## src/rtl/fpm_pkg.sv

```systemverilog
package fpm_pkg;

  typedef enum logic [3:0] {
    ST_IDLE,
    ST_RSETUP,
    ST_RCD,
    ST_CSETUP,
    ST_CAS,
    ST_OPEN,
    ST_PRE,
    ST_REF_CAS,
    ST_REF_RAS
  } fpm_state_e;

  function automatic int max_of(input int a, input int b);
    return (a > b) ? a : b;
  endfunction

  // cycle count of row-low time beyond which no new column cycle may start
  function automatic int close_point(input int t_ras_max, input int t_cas);
    return t_ras_max - t_cas - 4;
  endfunction

  // states in which a new request may be taken
  function automatic logic takes_request(input fpm_state_e s);
    return (s == ST_IDLE) || (s == ST_OPEN);
  endfunction

endpackage

```

## src/rtl/fpm_refresh_timer.sv

```systemverilog
module fpm_refresh_timer #(
  parameter int INTERVAL = 1560
) (
  input  logic clk,
  input  logic rst_n,
  input  logic ack,
  output logic due
);
  localparam int TW = $clog2(INTERVAL + 1);

  logic [TW-1:0] tcnt;
  logic          tick;

  assign tick = (tcnt == TW'(INTERVAL - 1));

  always_ff @(posedge clk) begin
    if (!rst_n) begin
      tcnt <= '0;
      due  <= 1'b0;
    end else begin
      tcnt <= tick ? '0 : tcnt + 1'b1;
      if (tick)     due <= 1'b1;
      else if (ack) due <= 1'b0;
    end
  end


  ref_overrun_chk: assert property (@(posedge clk) disable iff (!rst_n)
    tick |-> !due);

endmodule

```

## src/rtl/fpm_ras_guard.sv

```systemverilog
module fpm_ras_guard #(
  parameter int T_RAS_MAX = 1000,
  parameter int CLOSE_AT  = 994,
  parameter int T_RP      = 3
) (
  input  logic clk,
  input  logic rst_n,
  input  logic ras_n,
  output logic close_req
);
  localparam int RW = $clog2(T_RAS_MAX + 2);
  localparam int HW = $clog2(T_RP + 2);

  logic [RW-1:0] low_cnt;
  logic [HW-1:0] high_cnt;

  always_ff @(posedge clk) begin
    if (!rst_n) begin
      low_cnt  <= '0;
      high_cnt <= HW'(T_RP);
    end else if (ras_n) begin
      low_cnt  <= '0;
      high_cnt <= (high_cnt >= HW'(T_RP)) ? high_cnt : high_cnt + 1'b1;
    end else begin
      high_cnt <= '0;
      low_cnt  <= (low_cnt == RW'(T_RAS_MAX + 1)) ? low_cnt : low_cnt + 1'b1;
    end
  end

  assign close_req = (low_cnt >= RW'(CLOSE_AT));


  ras_max_chk: assert property (@(posedge clk) disable iff (!rst_n)
    low_cnt <= RW'(T_RAS_MAX));


  precharge_chk: assert property (@(posedge clk) disable iff (!rst_n)
    $fell(ras_n) |-> (high_cnt >= HW'(T_RP)));

endmodule

```

## src/rtl/fpm_seq.sv

```systemverilog
module fpm_seq
  import fpm_pkg::*;
#(
  parameter int ROW_W     = 10,
  parameter int COL_W     = 10,
  parameter int DQ_W      = 4,
  parameter int T_RCD     = 2,
  parameter int T_CAS     = 2,
  parameter int RD_LAT    = 2,
  parameter int T_RP      = 3,
  parameter int T_CSR     = 1,
  parameter int T_REF_RAS = 4
) (
  input  logic                     clk,
  input  logic                     rst_n,
  input  logic                     req_valid,
  output logic                     req_ready,
  input  logic                     req_write,
  input  logic [ROW_W+COL_W-1:0]   req_addr,
  input  logic [DQ_W-1:0]          req_wdata,
  output logic                     rd_valid,
  output logic [DQ_W-1:0]          rd_data,
  input  logic                     ref_due,
  output logic                     ref_start,
  input  logic                     close_req,
  output logic                     ras_n,
  output logic                     cas_n,
  output logic                     we_n,
  output logic                     oe_n,
  output logic [ROW_W-1:0]         mux_addr,
  output logic [DQ_W-1:0]          dq_out,
  output logic                     dq_oe,
  input  logic [DQ_W-1:0]          dq_in
);
  localparam int AW      = ROW_W + COL_W;
  localparam int CNT_MAX = max_of(max_of(T_RCD, T_CAS),
                                  max_of(max_of(T_RP, T_CSR), T_REF_RAS));
  localparam int CW      = $clog2(CNT_MAX + 1);

  function automatic logic [ROW_W-1:0] row_of(input logic [AW-1:0] a);
    return a[AW-1:COL_W];
  endfunction

  function automatic logic [ROW_W-1:0] col_of(input logic [AW-1:0] a);
    return ROW_W'(a[COL_W-1:0]);
  endfunction

  fpm_state_e        st;
  logic [CW-1:0]     cnt;
  logic              pend;
  logic              p_write;
  logic [AW-1:0]     p_addr;
  logic [DQ_W-1:0]   p_wdata;
  logic [ROW_W-1:0]  open_row;
  logic              row_open;

  logic accept;
  logic row_hit;
  logic rd_sample;

  assign req_ready = takes_request(st) && !ref_due &&
                     ((st == ST_IDLE) ? !pend : !close_req);
  assign accept    = req_valid && req_ready;
  assign row_hit   = row_open && (row_of(req_addr) == open_row);
  assign ref_start = (st == ST_IDLE) && ref_due;
  assign rd_sample = (st == ST_CAS) && !p_write && (cnt == CW'(RD_LAT - 1));

  always_ff @(posedge clk) begin
    if (!rst_n) begin
      st       <= ST_IDLE;
      cnt      <= '0;
      pend     <= 1'b0;
      p_write  <= 1'b0;
      p_addr   <= '0;
      p_wdata  <= '0;
      open_row <= '0;
      row_open <= 1'b0;
      ras_n    <= 1'b1;
      cas_n    <= 1'b1;
      we_n     <= 1'b1;
      oe_n     <= 1'b1;
      mux_addr <= '0;
      dq_out   <= '0;
      dq_oe    <= 1'b0;
      rd_valid <= 1'b0;
      rd_data  <= '0;
    end else begin
      rd_valid <= 1'b0;
      if (rd_sample) begin
        rd_valid <= 1'b1;
        rd_data  <= dq_in;
      end
      unique case (st)
        ST_IDLE: begin
          if (ref_due) begin
            cas_n <= 1'b0;
            cnt   <= CW'(T_CSR - 1);
            st    <= ST_REF_CAS;
          end else if (pend) begin
            mux_addr <= row_of(p_addr);
            st       <= ST_RSETUP;
          end else if (accept) begin
            pend     <= 1'b1;
            p_write  <= req_write;
            p_addr   <= req_addr;
            p_wdata  <= req_wdata;
            mux_addr <= row_of(req_addr);
            st       <= ST_RSETUP;
          end
        end
        ST_RSETUP: begin
          ras_n    <= 1'b0;
          open_row <= row_of(p_addr);
          row_open <= 1'b1;
          cnt      <= CW'(T_RCD - 1);
          st       <= ST_RCD;
        end
        ST_RCD: begin
          if (cnt == '0) begin
            mux_addr <= col_of(p_addr);
            we_n     <= !p_write;
            dq_oe    <= p_write;
            dq_out   <= p_wdata;
            st       <= ST_CSETUP;
          end else begin
            cnt <= cnt - 1'b1;
          end
        end
        ST_CSETUP: begin
          cas_n <= 1'b0;
          oe_n  <= !we_n;
          pend  <= 1'b0;
          cnt   <= '0;
          st    <= ST_CAS;
        end
        ST_CAS: begin
          cnt <= cnt + 1'b1;
          if (cnt == CW'(T_CAS - 1)) begin
            cas_n <= 1'b1;
            oe_n  <= 1'b1;
            we_n  <= 1'b1;
            dq_oe <= 1'b0;
            st    <= ST_OPEN;
          end
        end
        ST_OPEN: begin
          if (close_req || ref_due) begin
            ras_n    <= 1'b1;
            row_open <= 1'b0;
            cnt      <= CW'(T_RP - 1);
            st       <= ST_PRE;
          end else if (accept) begin
            pend    <= 1'b1;
            p_write <= req_write;
            p_addr  <= req_addr;
            p_wdata <= req_wdata;
            if (row_hit) begin
              mux_addr <= col_of(req_addr);
              we_n     <= !req_write;
              dq_oe    <= req_write;
              dq_out   <= req_wdata;
              st       <= ST_CSETUP;
            end else begin
              ras_n    <= 1'b1;
              row_open <= 1'b0;
              cnt      <= CW'(T_RP - 1);
              st       <= ST_PRE;
            end
          end
        end
        ST_PRE: begin
          if (cnt == '0) st <= ST_IDLE;
          else           cnt <= cnt - 1'b1;
        end
        ST_REF_CAS: begin
          if (cnt == '0) begin
            ras_n <= 1'b0;
            cnt   <= CW'(T_REF_RAS - 1);
            st    <= ST_REF_RAS;
          end else begin
            cnt <= cnt - 1'b1;
          end
        end
        ST_REF_RAS: begin
          if (cnt == '0) begin
            ras_n <= 1'b1;
            cas_n <= 1'b1;
            cnt   <= CW'(T_RP - 1);
            st    <= ST_PRE;
          end else begin
            cnt <= cnt - 1'b1;
          end
        end
        default: st <= ST_IDLE;
      endcase
    end
  end


  write_no_oe_chk: assert property (@(posedge clk) disable iff (!rst_n)
    !we_n |-> oe_n);


  write_data_chk: assert property (@(posedge clk) disable iff (!rst_n)
    (!cas_n && !we_n) |-> dq_oe);


  cbr_we_chk: assert property (@(posedge clk) disable iff (!rst_n)
    ($fell(ras_n) && !cas_n) |-> we_n);


  cbr_cas_first_chk: assert property (@(posedge clk) disable iff (!rst_n)
    ($fell(cas_n) && ras_n) |-> we_n);


  rd_pulse_chk: assert property (@(posedge clk) disable iff (!rst_n)
    rd_valid |=> !rd_valid);


  rd_oe_chk: assert property (@(posedge clk) disable iff (!rst_n)
    $rose(rd_valid) |-> !$past(oe_n));


  ready_idle_cas_chk: assert property (@(posedge clk) disable iff (!rst_n)
    req_ready |-> cas_n);


  ready_ref_chk: assert property (@(posedge clk) disable iff (!rst_n)
    ref_start |-> !req_ready);

endmodule

```

## src/rtl/fpm_dram_ctrl.sv

```systemverilog
module fpm_dram_ctrl
  import fpm_pkg::*;
#(
  parameter int ROW_W        = 10,
  parameter int COL_W        = 10,
  parameter int DQ_W         = 4,
  parameter int T_RCD        = 2,
  parameter int T_CAS        = 2,
  parameter int RD_LAT       = 2,
  parameter int T_RP         = 3,
  parameter int T_CSR        = 1,
  parameter int T_REF_RAS    = 4,
  parameter int T_RAS_MAX    = 1000,
  parameter int REF_INTERVAL = 1560
) (
  input  logic                   clk,
  input  logic                   rst_n,
  input  logic                   req_valid,
  output logic                   req_ready,
  input  logic                   req_write,
  input  logic [ROW_W+COL_W-1:0] req_addr,
  input  logic [DQ_W-1:0]        req_wdata,
  output logic                   rd_valid,
  output logic [DQ_W-1:0]        rd_data,
  output logic                   dram_ras_n,
  output logic                   dram_cas_n,
  output logic                   dram_we_n,
  output logic                   dram_oe_n,
  output logic [ROW_W-1:0]       dram_addr,
  output logic [DQ_W-1:0]        dram_dq_out,
  output logic                   dram_dq_oe,
  input  logic [DQ_W-1:0]        dram_dq_in
);
  localparam int CLOSE_AT = close_point(T_RAS_MAX, T_CAS);

  logic ref_due;
  logic ref_start;
  logic close_req;

  fpm_refresh_timer #(.INTERVAL(REF_INTERVAL)) u_ref (
    .clk   (clk),
    .rst_n (rst_n),
    .ack   (ref_start),
    .due   (ref_due)
  );

  fpm_ras_guard #(
    .T_RAS_MAX (T_RAS_MAX),
    .CLOSE_AT  (CLOSE_AT),
    .T_RP      (T_RP)
  ) u_guard (
    .clk       (clk),
    .rst_n     (rst_n),
    .ras_n     (dram_ras_n),
    .close_req (close_req)
  );

  fpm_seq #(
    .ROW_W     (ROW_W),
    .COL_W     (COL_W),
    .DQ_W      (DQ_W),
    .T_RCD     (T_RCD),
    .T_CAS     (T_CAS),
    .RD_LAT    (RD_LAT),
    .T_RP      (T_RP),
    .T_CSR     (T_CSR),
    .T_REF_RAS (T_REF_RAS)
  ) u_seq (
    .clk       (clk),
    .rst_n     (rst_n),
    .req_valid (req_valid),
    .req_ready (req_ready),
    .req_write (req_write),
    .req_addr  (req_addr),
    .req_wdata (req_wdata),
    .rd_valid  (rd_valid),
    .rd_data   (rd_data),
    .ref_due   (ref_due),
    .ref_start (ref_start),
    .close_req (close_req),
    .ras_n     (dram_ras_n),
    .cas_n     (dram_cas_n),
    .we_n      (dram_we_n),
    .oe_n      (dram_oe_n),
    .mux_addr  (dram_addr),
    .dq_out    (dram_dq_out),
    .dq_oe     (dram_dq_oe),
    .dq_in     (dram_dq_in)
  );


  ready_in_ref_chk: assert property (@(posedge clk) disable iff (!rst_n)
    (!dram_cas_n && dram_ras_n) |-> !req_ready);

endmodule

```

## config.mk

```make
export PLATFORM = sky130hd
export DESIGN_NAME = fpm_dram_ctrl
export DESIGN_NICKNAME = d
export VERILOG_FILES = /design/src/rtl/fpm_pkg.sv /design/src/rtl/fpm_refresh_timer.sv /design/src/rtl/fpm_ras_guard.sv /design/src/rtl/fpm_seq.sv /design/src/rtl/fpm_dram_ctrl.sv
export SDC_FILE = /design/constraint.sdc
export NUM_CORES = 1
export LEC_CHECK = 0
export CAP_MARGIN = 20
export CORE_ASPECT_RATIO = 1.75
export CORE_MARGIN = 2
export CORE_UTILIZATION = 38
export CTS_BUF_LIST = sky130_fd_sc_hd__clkbuf_4 sky130_fd_sc_hd__clkbuf_8 sky130_fd_sc_hd__clkbuf_16
export CTS_CLUSTER_SIZE = 20
export DETAILED_ROUTE_END_ITERATION = 6
export PLACE_DENSITY = 0.63
export SYNTH_ARGS = -nofsm -noshare
export SYNTH_HDL_FRONTEND = slang
export SYNTH_SLANG_ARGS = --single-unit
```

## constraint.sdc

```tcl
create_clock -name clk -period 5.37 [get_ports clk]
set_input_delay 0.8055 -clock clk [delete_from_list [all_inputs] [get_ports clk]]
set_output_delay 0.8055 -clock clk [all_outputs]
set_load 0.01 [all_outputs]
```

# [After elaboration in Yosys (flattened, before gate mapping)]
# Index checks and enable logic that the tools add are counted.
# W data, S select, Z words.
[totals] register_bits=90 in_bits=32 output_inout_bits=25 elab_cells=179
[op_classes] add_sub_neg=4 n_lt_le_gt_ge=1 n_eq_ne=28 n_mux=83 bitwise_logic=1 n_reduce_logical=42
[ops] op="$mux W20" count=4
[ops] op="$mux W4" count=18
[ops] op="$mux W10" count=7
[ops] op="$pmux W20 S2" count=1
[ops] op="$pmux W4 S9" count=1
[ops] op="$mux W1" count=32
[ops] op="$pmux W10 S3" count=1
[ops] op="$mux W3" count=8
[ops] op="$pmux W3 S8" count=1
[ops] op="$eq A4 B3 Y1 const B" count=4
[ops] op="$pmux W4 S2" count=2
[ops] op="$reduce_and A5 Y1" count=3
[ops] op="$reduce_and A7 Y1" count=2
[ops] op="$ne A2 B1 Y1 const B" count=6
[ops] op="$ne A2 B2 Y1 const B" count=6
[ops] op="$reduce_and A4 Y1" count=3
[ops] op="$add A11 B1 Y11 const B" count=1
[ops] op="$eq A11 B11 Y1 const B" count=1
[ops] op="$add A10 B1 Y10 const B" count=1
[ops] op="$eq A10 B10 Y1" count=1
[ops] op="$eq A10 B10 Y1 const B" count=1
[ops] op="$ge A10 B10 Y1 const B" count=1
[ops] op="$reduce_bool A2 Y1" count=5
[ops] op="$pmux W1 S3" count=3
[ops] op="25 further kinds" count=46

# [Depth between registers and ports, before layout]
# Gate-level depths: netlist (run 1).
[depth] ltp_word=9 mapped_depth=10 ltp_nobuf=8

# [Modules after synthesis]
# Synthesis (run 1) repeated with hierarchy kept, for this count alone.
[unflattened] hier_cells=540 area_unflattened_um2=4750.8
[by_module_without_submodules] mod="fpm_seq" instances=1 cells_each=426 area_per_inst_um2=3698.5 seq_area_each_um2=1361.3
[by_module_without_submodules] mod="fpm_refresh_timer" instances=1 cells_each=55 area_per_inst_um2=529.3 seq_area_each_um2=240.2
[by_module_without_submodules] mod="fpm_ras_guard" instances=1 cells_each=59 area_per_inst_um2=523.0 seq_area_each_um2=200.2

# [Least setup slack after synthesis (run 1)]
# No wires, ideal clock.
[synth_path] path_kind="input to register" start="input req_addr[19]" end="register u_seq.st[2]" setup_ns=0.119 arrival_time_ns=2.034 required_time_ns=5.251 slack_ns=3.217 cell_stages=6 n_path_buf=0 cell_sequence="xnor2_1 nand4_1 or3_1 nor4_1 nor3_1 o221a_1"
[synth_via] elab_chain_len=6
[synth_lines] item="from (decl)" line_no="fpm_dram_ctrl.sv:21" source="input logic [ROW_W+COL_W-1:0] req_addr,"
[synth_lines] item="$eq A10 B10 Y1" line_no="fpm_seq.sv:64" source="assign row_hit = row_open && (row_of(req_addr) == open_row);"
[synth_lines] item="$logic_and A1 B1 Y1" line_no="fpm_seq.sv:64"
[synth_lines] item="$mux W3" line_no="fpm_seq.sv:157" source="if (row_hit) begin"
[synth_lines] item="$mux W4" line_no="fpm_seq.sv:152" source="end else if (accept) begin"
[synth_lines] item="$mux W4" line_no="fpm_seq.sv:147" source="if (close_req || ref_due) begin"
[synth_lines] item="$pmux W4 S9" line_no="fpm_seq.sv:93" source="unique case (st)"
[synth_lines] item="to (signal assigned)" line_no="fpm_seq.sv:98" source="st <= ST_REF_CAS;"
[synth_lines] item="to (signal assigned)" line_no="fpm_seq.sv:151" source="st <= ST_PRE;"
[synth_lines] item="to (signal assigned)" line_no="fpm_seq.sv:162" source="st <= ST_CSETUP;"
[synth_lines] item="to (decl)" line_no="fpm_seq.sv:48" source="fpm_state_e st;"
# Every way passes these cells. The select of a mux whose other input is x is not followed.
# A chain may end at the register's enable or synchronous reset.

# [Worst setup path after layout (run 1)]
[layout_path] start="register u_seq.st[0]" end="output req_ready"
[layout_via] elab_chain_len=4 word_cells_on_any_way=6 cone_classes="1 x eq/ne; 1 x mux; 4 x reduce/logical"
[layout_lines] item="from (signal assigned)" line_no="fpm_seq.sv:70" source="st <= ST_IDLE;"
[layout_lines] item="from (signal assigned)" line_no="fpm_seq.sv:98"
[layout_lines] item="from (signal assigned)" line_no="fpm_seq.sv:101" source="st <= ST_RSETUP;"
[layout_lines] item="$eq A4 B3 Y1 or $logic_not A4 Y1 (tied branches)" line_no="fpm_pkg.sv:26, fpm_seq.sv:62"
[layout_lines] item="$logic_or A1 B1 Y1" line_no="fpm_pkg.sv:26" source="return (s == ST_IDLE) || (s == ST_OPEN);"
[layout_lines] item="$logic_and A1 B1 Y1" line_no="fpm_seq.sv:61" source="assign req_ready = takes_request(st) && !ref_due &&"
[layout_lines] item="$logic_and A1 B1 Y1 *" line_no="fpm_seq.sv:61"
[layout_lines] item="to (decl)" line_no="fpm_dram_ctrl.sv:19" source="output logic req_ready,"
# Mark *: on every way between the ends. The rest lies on a longest branch, timed or not.

==> results of run 1 <==
## sequential cells by signal (all words and copies together), names as in the netlist, 3 cells and up
| signal | cells |
|---|---|
| u_guard.low_cnt | 10 |
| u_ref.tcnt | 11 |
| u_seq.cnt | 3 |
| u_seq.dq_out | 4 |
| u_seq.mux_addr | 10 |
| u_seq.open_row | 10 |
| u_seq.p_addr | 20 |
| u_seq.p_wdata | 4 |
| u_seq.rd_data | 4 |
| u_seq.st | 4 |
## final timing paths
kind,to,cells after the start,from
worst max-delay path,req_ready,5,u_seq.st[0]
worst min-delay path,u_ref.tcnt[0],1,u_ref.tcnt[0]
worst max register to register,u_seq.mux_addr[0],6,u_seq.st[0]
worst min register to register,u_ref.tcnt[0],1,u_ref.tcnt[0]
## critical path: cells and delay by family, from the launching register on
family / cells / cell delay, ns
flops: 1 / 0.96
buf+inv: 1 / 0.50
simple gates: 4 / 0.75
## Yosys cell counts, drive strengths merged (8+ instances only)
library cell,count
clkbuf,17
o21a,13
o22a,10
xnor2,16
or3,8
ha,8
nor3,13
buf,16
nor2,83
dfxtp,90
a21oi,41
mux2i,44
xor2,10
nand2,47
nand3,11
o21ai,17
a22oi,11
## layout make-up
class	instances	area, um^2	share of cell area, %
clock buffers	11	240	4.34
well taps	137	171	3.10
multi-input cells	403	2600	46.9
flip-flops and latches	90	1800	32.5
inverters	7	26.3	0.475
clock inverters	5	103	1.85
repair buffers	61	598	10.8
## metrics by stage
stage	worst slack [ns]	area, um^2	utilization (%)
final	2.00	5540	46.6
after global routing	1.83	5540	46.6
after detailed placement	2.31	5190	43.8
after global placement	2.35	5190	43.8
after floorplan	3.22	4590	-
after CTS	2.01	5540	46.6
## power groups by stage
stage	combinational [mW]	clock, mW	sequential [mW]
after CTS	1.14	0.735	0.949
after floorplan	0.865	0	0.898
final	1.13	0.721	0.952
after global routing	1.24	0.770	0.974
after global placement	1.12	0	0.958
after detailed placement	1.13	0	0.963
## cell families (layout without fill, tap and decap cells)
kind of cell | after synthesis | count (layout) | synth area share [%]
AND/OR/NAND/NOR | 203 | 203 | 21.7
multiplexers | 44 | 44 | 9.60
AO/OA/AOI/OAI | 122 | 122 | 18.2
flip-flops | 90 | 90 | 39.3
adder cells (fa/ha/maj) | 8 | 8 | 2.18
buffers and inverters | 40 | 84 | 4.12
XOR/XNOR | 26 | 26 | 4.96
## cells in the final DEF, fill, tap and decap left out, types with 11 or more instances in the layout
cell type | Yosys | final
dfxtp_1 | 90 | 90
nor2_1 | 82 | 82
clkdlybuf4s50_1 | 0 | 56
nand2_1 | 47 | 47
mux2i_1 | 44 | 44
a21oi_1 | 40 | 40
o21ai_0 | 16 | 16
xnor2_1 | 16 | 16
o21a_1 | 13 | 13
nand3_1 | 11 | 11
## per-layer routing
layer,vias up,routed length (um)
met5,-,0
met4,0,583
met3,35,324
met2,89,6490
met1,1897,4350
li1,1955,-
==> summary.md, run 1 <==
| Metric | Value |
|---|---|
| Nets@finish | around 600 |
| R2r setup slk | ~2.3 ns |
| Worst-margin pin slew | 0.973 ns |
| Clk pin slew, worst setup/hold paths | ~0.060 ns |
| CTS Buf Count | 9 |
| Sw frac | a little over a third |
| Clock sinks | 90 |
| Placer Congestion | roughly 0.89 |
| Met2 Use GR | about a third |
| Critical-path maximum fanout | 30 |
| Final worst-path cycle share | between 60 and 70% |
| Clock root buffer | clkbuf_16 |
| Post-synth cell types | between 50 and 60 |
| First-pass GRT wire length | 19400 um |
| Rows | 53 |
| Post-CTS Setup Repair Bufs | 0 |
| Post-route ant nets | 0 |
| Overall routing resource usage | 19.0% |
| Synthesized area per cell | 8.61 um^2 |
| Inst Count DP | roughly 700 |
| Die Area | ~0.013 mm^2 |
| Die Span X | slightly below 90 um |
| Drt first pass iters | 4 |
| Max Clk Rate | around 300 MHz |
| Fill cells | 1140 |
| Hold buffer count at cts | 0 |
| Yosys warns | 0 |
| Core Box Area | between 0.01 and 0.015 mm^2 |
| Final HPWL DP | about 8800 um |
| Worst path slowest cell | dfxtp_1 |
| Required time worst endpoint | approximately 4.6 ns |
| Skew-Pair Late Insertion Delay | between 0.3 and 0.4 ns |
| Worst ir drop on vdd | ~0.00028 V |
| Final hold violations | 0 |
| Post-synthesis sequential area ratio | between 30% and 40% |
| TNS Setup | 0 ns |
| Setup crit end kind | output port |
| Post-synth top flop | dfxtp_1 |
| Vias | about 4000 |
| Largest net degree at the start of global routing | 33 |
| Detailed Route Iter0 Violations | roughly 340 |
| M3 GR Usage | under 10% |
| Synthesis-to-finish area growth | 20.7% |
| Cell count after synthesis | 533 |
| Grt peak-use layer | met2 |
| CTS tree | yes |
| PD cells | between 500 and 600 mW/mm^2 |
| Setup Skew | 0.00647 ns |
| Outcome | finished, final reports clean |
| # diodes | 0 |
| Max-slew violation count | 0 |
| Worst Hold Class | reg -> reg |
| CP Cell Sequence | or3_1 > nor2_4 > nor3_2 > nor2_1 > clkdlybuf4s50_1 |
| CTS resizes | 0 |
| Die Ht | 149 um |
| Pwr Total | ~2.8 mW |
| Synthesized area | 0.00459 mm^2 |
| H-Tree Depth | 3 |
| Rel. slew slack | 35.0% |
| Vias per cell | approximately 5.6 |
| Area contributors post-synth | dfxtp_1 39%, mux2i_1 9.6%, nor2_1 6.7% |
| Tmin final | about 3.4 ns |
| PortBufs | 56 |
| FFs w/ async S/R, synth | 0% |
| Synth top area share | between 30% and 40% |
| Max Cap Viol | 0 |
| Logic pwr share | between 40 and 50% |
| CP Class | reg -> out |
| Syn Nets | 573 |
| Share of cells above drive strength 1 | 6.07% |
| Drt total wl | between 10000 and 15000 um |
| EDFF count, synth | 0 |
| CP peak stage delay | 0.96 ns |
| RSZ-0062 raised after global routing | false |
| Number of global-route vias before repair | roughly 3900 |
| Lkg Pwr | between 2 and 2.5 nW |
| Power share of the sequential group | between 30% and 40% |
| Initial antenna violation count | 0 |
| Final std cells w/o fill | slightly above 700 |
| Switching power | slightly above 1 mW |
| Worst Path Arrival | about 2.6 ns |
| Clk pwr share | 25.7% |
| P_int | ~1.8 mW |
| Synth area leader | dfxtp_1 |
| Register bit total from synthesis | 90 |
| I/O Pins | between 50 and 60 |
| Setup crit start kind | register |
| Deepest clock path buffer count | 2 |
| Final setup vio count | 0 |
| Met1 Use GR | 19.7% |
| Hold_ws | roughly 0.45 ns |
| Total grt overflow | 0 |
| DRC Markers | 0 |
| Avg WL per Cell | 16.5 um |
| Initial Util | between 30% and 40% |
No activity file was read; power rests on OpenSTA's default activity.
==> inputs of run 2 (changes only) <==
Clock period 5.37 ns to 3.49 ns, I/O delays scaled along.
==> run 2 against run 1 <==
Clock-buffer cell count down 1. Non-clock buffer count up 5. Sequential share of layout area down 0.16 points.
==> summary.md, run 2 (synthesized netlist as in run 1, its figures left out) <==
| Metric | Value |
|---|---|
| RSZ-0062 raised after global routing | false |
| Initial antenna violation count | 0 |
| Worst ir drop on vdd | just under 0.0004 V |
| Tmin final | between 3 and 4 ns |
| Inst Count DP | approximately 700 |
| Drt first pass iters | 5 |
| Rows | 53 |
| Final HPWL DP | 8910 um |
| Drt total wl | approximately 12000 um |
| Setup crit start kind | register |
| Crit-path leading delay family | simple AND/OR/NAND/NOR gates |
| Setup Skew | between 0.006 and 0.007 ns |
| Required time worst endpoint | slightly below 3 ns |
| Share of cells above drive strength 1 | 6.87% |
| Final setup vio count | 0 |
| Critical-path maximum fanout | 27 |
| Critical R2R Capture | u_seq.mux_addr[7] |
| PortBufs | 56 |
| Pwr Total | ~4.3 mW |
| Clock sinks | 90 |
| Number of global-route vias before repair | between 4000 and 5000 |
| Worst path slowest cell | or3_1 |
| Die Area | 0.0130 mm^2 |
| Die Span X | 87.1 um |
| Commonest cells after routing, fill and taps aside | 90 x dfxtp_1, 82 x nor2_1, 56 x clkdlybuf4s50_1 |
| Nets@finish | around 620 |
| Initial Util | between 30% and 40% |
| # diodes | 0 |
| Rel. slew slack | between 40% and 50% |
| Hold EP | u_ref.tcnt[0] |
| Fill cells | about 1100 |
| Die Ht | around 150 um |
| CTS tree | yes |
| CP peak stage delay | 0.60 ns |
| Worst Hold Class | reg -> reg |
| Core Box Area | about 0.012 mm^2 |
| Clock root buffer | clkbuf_16 |
| CP Cell Sequence | or3_1 > nor2_4 > nor3_2 > nor2_1 > clkdlybuf4s50_1 |
| Avg WL per Cell | roughly 17 um |
| Worst-margin pin slew | just over 0.8 ns |
| Register with the most flip-flops | u_seq.p_addr |
| Max Clk Rate | approximately 330 MHz |
| Final worst-path cycle share | 86.1% |
| DRC Markers | 0 |
| Max Cap Viol | 0 |
| FF-to-FF Start | u_seq.st[2] |
| Placed Instance Area | about 0.0052 mm^2 |
| Post-CTS Setup Repair Bufs | 0 |
| Hold buffer count at cts | 0 |
| Largest regs | u_seq.p_addr (20), u_ref.tcnt (11) |
| Min-delay src | u_ref.tcnt[0] |
| Outcome | finished, final reports clean |
| Overall routing resource usage | 19.4% |
| TNS Setup | 0 ns |
| Most common cell after layout, fill and taps aside | dfxtp_1 |
| Lkg Pwr | 2.24 nW |
| Post-route design area | 0.00556 mm^2 |
| Post-route ant nets | 0 |
| R2r setup slk | roughly 0.65 ns |
| Max reg flops | 20 |
| Placer Congestion | slightly below 0.9 |
| Hold Path Depth | 1 |
| Synthesis-to-finish area growth | 21.3% |
| Setup crit end kind | output port |
| CP bufs+invs | 1 |
| Largest net degree at the start of global routing | 47 |
| CTS resizes | 0 |
| Vias per cell | between 5 and 6 |
| Worst Path Arrival | roughly 2.5 ns |
| Hold_ws | roughly 0.45 ns |
| First-pass GRT wire length | a little under 20000 um |
| Reg2reg path depth | 6 |
| Skew-Pair Late Insertion Delay | ~0.34 ns |
| PD cells | 777 mW/mm^2 |
| Deepest clock path buffer count | 2 |
| CP Class | reg -> out |
| Vias | between 4000 and 5000 |
| Max-slew violation count | 0 |
| Clk pin slew, worst setup/hold paths | 0.06 ns |
| H-Tree Depth | 3 |
| I/O Pins | 57 |
| Final hold violations | 0 |
| Total grt overflow | 0 |
| Final std cells w/o fill | 719 |
| Critical path origin | u_seq.st[1] |
| CTS Buf Count | 9 |
| Detailed Route Iter0 Violations | approximately 270 |
==> run 2: cell types whose count changed in the layout (fill, tap and decap cells not counted) <==
cell       before  now
buf_4           5   10
inv_6           0    3
clkbuf_4        2    0
bufinv_16       3    2
clkbuf_8        0    1
clkinv_2        1    0
==> run 2: worst max-delay path by stage <==
stage,end,cells after the start
3_5_place_dp,u_seq.mux_addr[7],6
4_1_cts,req_ready,5
5_1_grt,req_ready,5
6_report,req_ready,5
3_3_place_gp,u_seq.mux_addr[4],6
2_1_floorplan,u_seq.st[1],7
==> run 2: power breakdown <==
| part | switching [mW] | internal (mW) |
|---|---|---|
| Clock | 0.413 | 0.654 |
| Combinational | 0.999 | 0.834 |
| Sequential | 0.201 | 1.22 |
| Total | 1.61 | 2.71 |
==> run 2: cell type report <==
class / instances / area, um^2 / area share (%)
Clock buffer: 10 / 239 / 4.30
Inverter: 7 / 26.3 / 0.472
Clock inverter: 6 / 93.8 / 1.69
Timing Repair Buffer: 66 / 636 / 11.4
Multi-Input combinational cell: 403 / 2600 / 46.7
Tap cell: 137 / 171 / 3.08
Sequential cell: 90 / 1800 / 32.4
==> run 2: stage by stage <==
step / utilization [%] / setup WS [ns]
after global routing: 46.9 / 0.359
after CTS: 46.9 / 0.498
final: 46.9 / 0.485
after floorplan: - / 1.58
after detailed placement: 44.1 / 0.678
after global placement: 44.1 / 0.802
==> run 2: layer usage <==
layer / vias up / wire length, um / global-route usage [%]
li1: 1971 / - / -
met1: 1906 / 4620 / 21.2
met2: 120 / 6570 / 34.7
met3: 38 / 367 / 3.82
met4: 0 / 515 / 10.1
met5: - / 0 / 0
==> inputs of run 3 (changes only) <==
--- a/config.mk
+++ b/config.mk
@@ -16,3 +16,4 @@
 export SYNTH_ARGS = -nofsm -noshare
 export SYNTH_HDL_FRONTEND = slang
+export SYNTH_HIERARCHICAL = 1
 export SYNTH_SLANG_ARGS = --single-unit
==> constraint.sdc (replaced) <==
create_clock -name clk -period 3.49 [get_ports clk]
set_input_delay 0.698 -clock clk [delete_from_list [all_inputs] [get_ports clk]]
set_output_delay 0.698 -clock clk [all_outputs]
set_load 0.01 [all_outputs]
==> run 3 against run 2 <==
Non-clock buffer count up 3. Power down 10%. Cell count up 6.1%. Register-to-register slack better by 0.10 ns. Sequential cell count unchanged. Critical path type unchanged. Largest cell class unchanged. Area after synthesis up 3.6%. Critical endpoint unchanged. Routed wire length up 4.4%. Sequential share of layout area down 1.1 points.
==> summary.md, run 3 <==
| Metric | Value |
|---|---|
| Overall routing resource usage | about 20% |
| # diodes | 0 |
| Core Util, Final | a little under half |
| Inst Count DP | roughly 750 |
| Outcome | finished, final reports clean |
| Worst Path Arrival | 2.53 ns |
| Synthesized area | 0.00475 mm^2 |
| Final hold violations | 0 |
| Clk pin slew, worst setup/hold paths | roughly 0.070 ns |
| R2r setup slk | roughly 0.75 ns |
| Clock root buffer | clkbuf_16 |
| Skew-Pair Late Insertion Delay | around 0.35 ns |
| Die Ht | roughly 150 um |
| RSZ-0062 raised after global routing | false |
| Critical path origin | u_guard/low_cnt[0] |
| Max Clk Rate | slightly above 300 MHz |
| FF-to-FF Start | u_guard/low_cnt[0] |
| Setup Skew | ~0.0085 ns |
| Register bit total from synthesis | 90 |
| Post-synth cell types | 76 |
| First-pass GRT wire length | ~21000 um |
| Max reg flops | 20 |
| Largest net degree at the start of global routing | 41 |
| Most frequent cells after synthesis | 90 x dfxtp_1, 67 x nand2_1, 58 x nor2_1 |
| Area contributors post-synth | dfxtp_1 38%, mux2i_1 12%, nand2_1 5.3% |
| Vias | 4145 |
| Mux contribution to synthesized area | 12.5% |
| Number of global-route vias before repair | between 4000 and 5000 |
| Required time worst endpoint | around 2.8 ns |
| PD cells | ~680 mW/mm^2 |
| Nets@finish | between 600 and 700 |
| Post-CTS Setup Repair Bufs | 0 |
| Deepest clock path buffer count | 2 |
| Final HPWL DP | around 9300 um |
| Share of cells above drive strength 1 | 9.58% |
| Synthesis-to-finish area growth | 21.3% |
| I/O Pins | 57 |
| Avg WL per Cell | approximately 17 um |
| Rows | 54 |
| Max-slew violation count | 0 |
| Yosys warns | 6 |
| Rel. slew slack | between 40 and 50% |
| Multi-input logic area | 0.00275 mm^2 |
| Largest regs | u_seq/p_addr (20), u_ref/tcnt (11) |
| Final setup vio count | 0 |
| Synthesized area per cell | around 9 um^2 |
| Setup crit end kind | output port |
| Tmin final | ~3.2 ns |
| Post-Synth XOR/XNOR Area | 3.13% |
| Initial antenna violation count | 0 |
| FFs w/ async S/R, synth | 0% |
| Post-synth top flop | dfxtp_1 |
| Lkg Pwr | 2.12 nW |
| CTS resizes | 0 |
| DRC Markers | 0 |
| PortBufs | 56 |
| Final std cells w/o fill | roughly 760 |
| Post-route ant nets | 0 |
| Commonest cells after routing, fill and taps aside | 90 x dfxtp_1, 67 x nand2_1, 58 x nor2_1 |
| CP Cell Sequence | inv_1 > ha_1 > nor4_1 > a21oi_1 > o41ai_2 > o211ai_1 > nor3_1 > clkdlybuf4s50_1 |
| Hold buffer count at cts | 0 |
| Combinational family with the most area after synthesis | simple AND/OR/NAND/NOR gates |
| Register with the most flip-flops | u_seq/p_addr |
| Cell count after synthesis | between 500 and 600 |
| TNS Setup | 0 ns |
| Die Span X | around 90 um |
| Core Box Area | 0.0124 mm^2 |
| H-Tree Depth | 3 |
| Syn Nets | 580 |
| Worst Hold Class | reg -> reg |
| Placer Congestion | 0.958 |
| Drt first pass iters | 4 |
| Critical-path maximum fanout | 6 |
| Final worst-path cycle share | between 90% and 100% |
| Setup ws final | 0.260 ns |
| Worst ir drop on vdd | around 0.00034 V |
| Die Area | 0.0134 mm^2 |
| CTS Buf Count | 9 |
| CP Class | reg -> out |
| Drt total wl | between 10000 and 15000 um |
| Post-route design area | 0.00576 mm^2 |
| Synth area leader | dfxtp_1 |
| Most common cell after layout, fill and taps aside | dfxtp_1 |
| Post-synthesis sequential area ratio | a little under two fifths |
| Vias per cell | between 5 and 6 |
| Worst path slowest cell | clkdlybuf4s50_1 |
| Placed Instance Area | 0.00547 mm^2 |
| Clock sinks | 90 |
| Synth top area share | a little under two fifths |
| CP peak stage delay | 0.58 ns |
| Fill cells | ~1200 |
| CTS tree | yes |
| Worst-margin pin slew | 0.753 ns |
| EDFF count, synth | 0 |
| Pwr Total | ~4 mW |
| Post-Synth Simple-Gate Area | between 20% and 30% |
| FF/Latch Area | ~0.0018 mm^2 |
| Detailed Route Iter0 Violations | approximately 300 |
| Total grt overflow | 0 |
| Adder-cell share of the synthesized area | under 10% |
| Setup crit start kind | register |
| Initial Util | around two fifths |
| Hold_ws | roughly 0.45 ns |
| Max Cap Viol | 0 |
| Most common cell in the netlist | dfxtp_1 |
| Min-delay src | u_ref/tcnt[0] |
| Worst slack, placed | 0.638 ns |
| Synth Area in Compound Gates | between 10% and 20% |
run 3: worst max-delay path, delay by kind of cell, from the launching register on:
family / cells / cell delay [ns]
compound gates: 3 / 0.50
simple gates: 2 / 0.40
flops: 1 / 0.42
buf+inv: 2 / 0.67
fa+ha+maj: 1 / 0.20
run 3: layout make-up:
class | count | share of cell area (%)
clock buffer | 9 | 3.91
clock inverter | 7 | 1.13
inverter | 10 | 0.652
multi-input combinational | 410 | 47.7
sequential | 90 | 31.3
tap | 168 | 3.65
timing repair buffer | 69 | 11.6
run 3: where the power goes:
group | internal (mW) | total [mW] | switching (mW)
registers | 1.20 | 1.34 | 0.134
clock network | 0.496 | 0.939 | 0.443
logic | 0.714 | 1.62 | 0.902
run 3: final timing paths:
check                  end  cells after the start
max reg2reg    u_seq/dq_oe                      9
min          u_ref/tcnt[0]                      1
min reg2reg  u_ref/tcnt[0]                      1
max              req_ready                      8
run 3: cells by family (layout without fill, tap and decap cells):
group,after synthesis,after routing
buffers and inverters,40,95
AOI/OAI and AO/OA,110,110
and+or+nand+nor,216,216
muxes,59,59
xor gates and xnor gates,17,17
DFF,90,90
adders and majority gates,8,8
run 3: metal layers:
layer	up-vias	share of wire, %	track usage, %
li1	2030	-	-
met1	1982	37	20.7
met2	104	56	35.8
met3	29	3.5	2.88
met4	0	3.7	9.31
met5	-	0	0
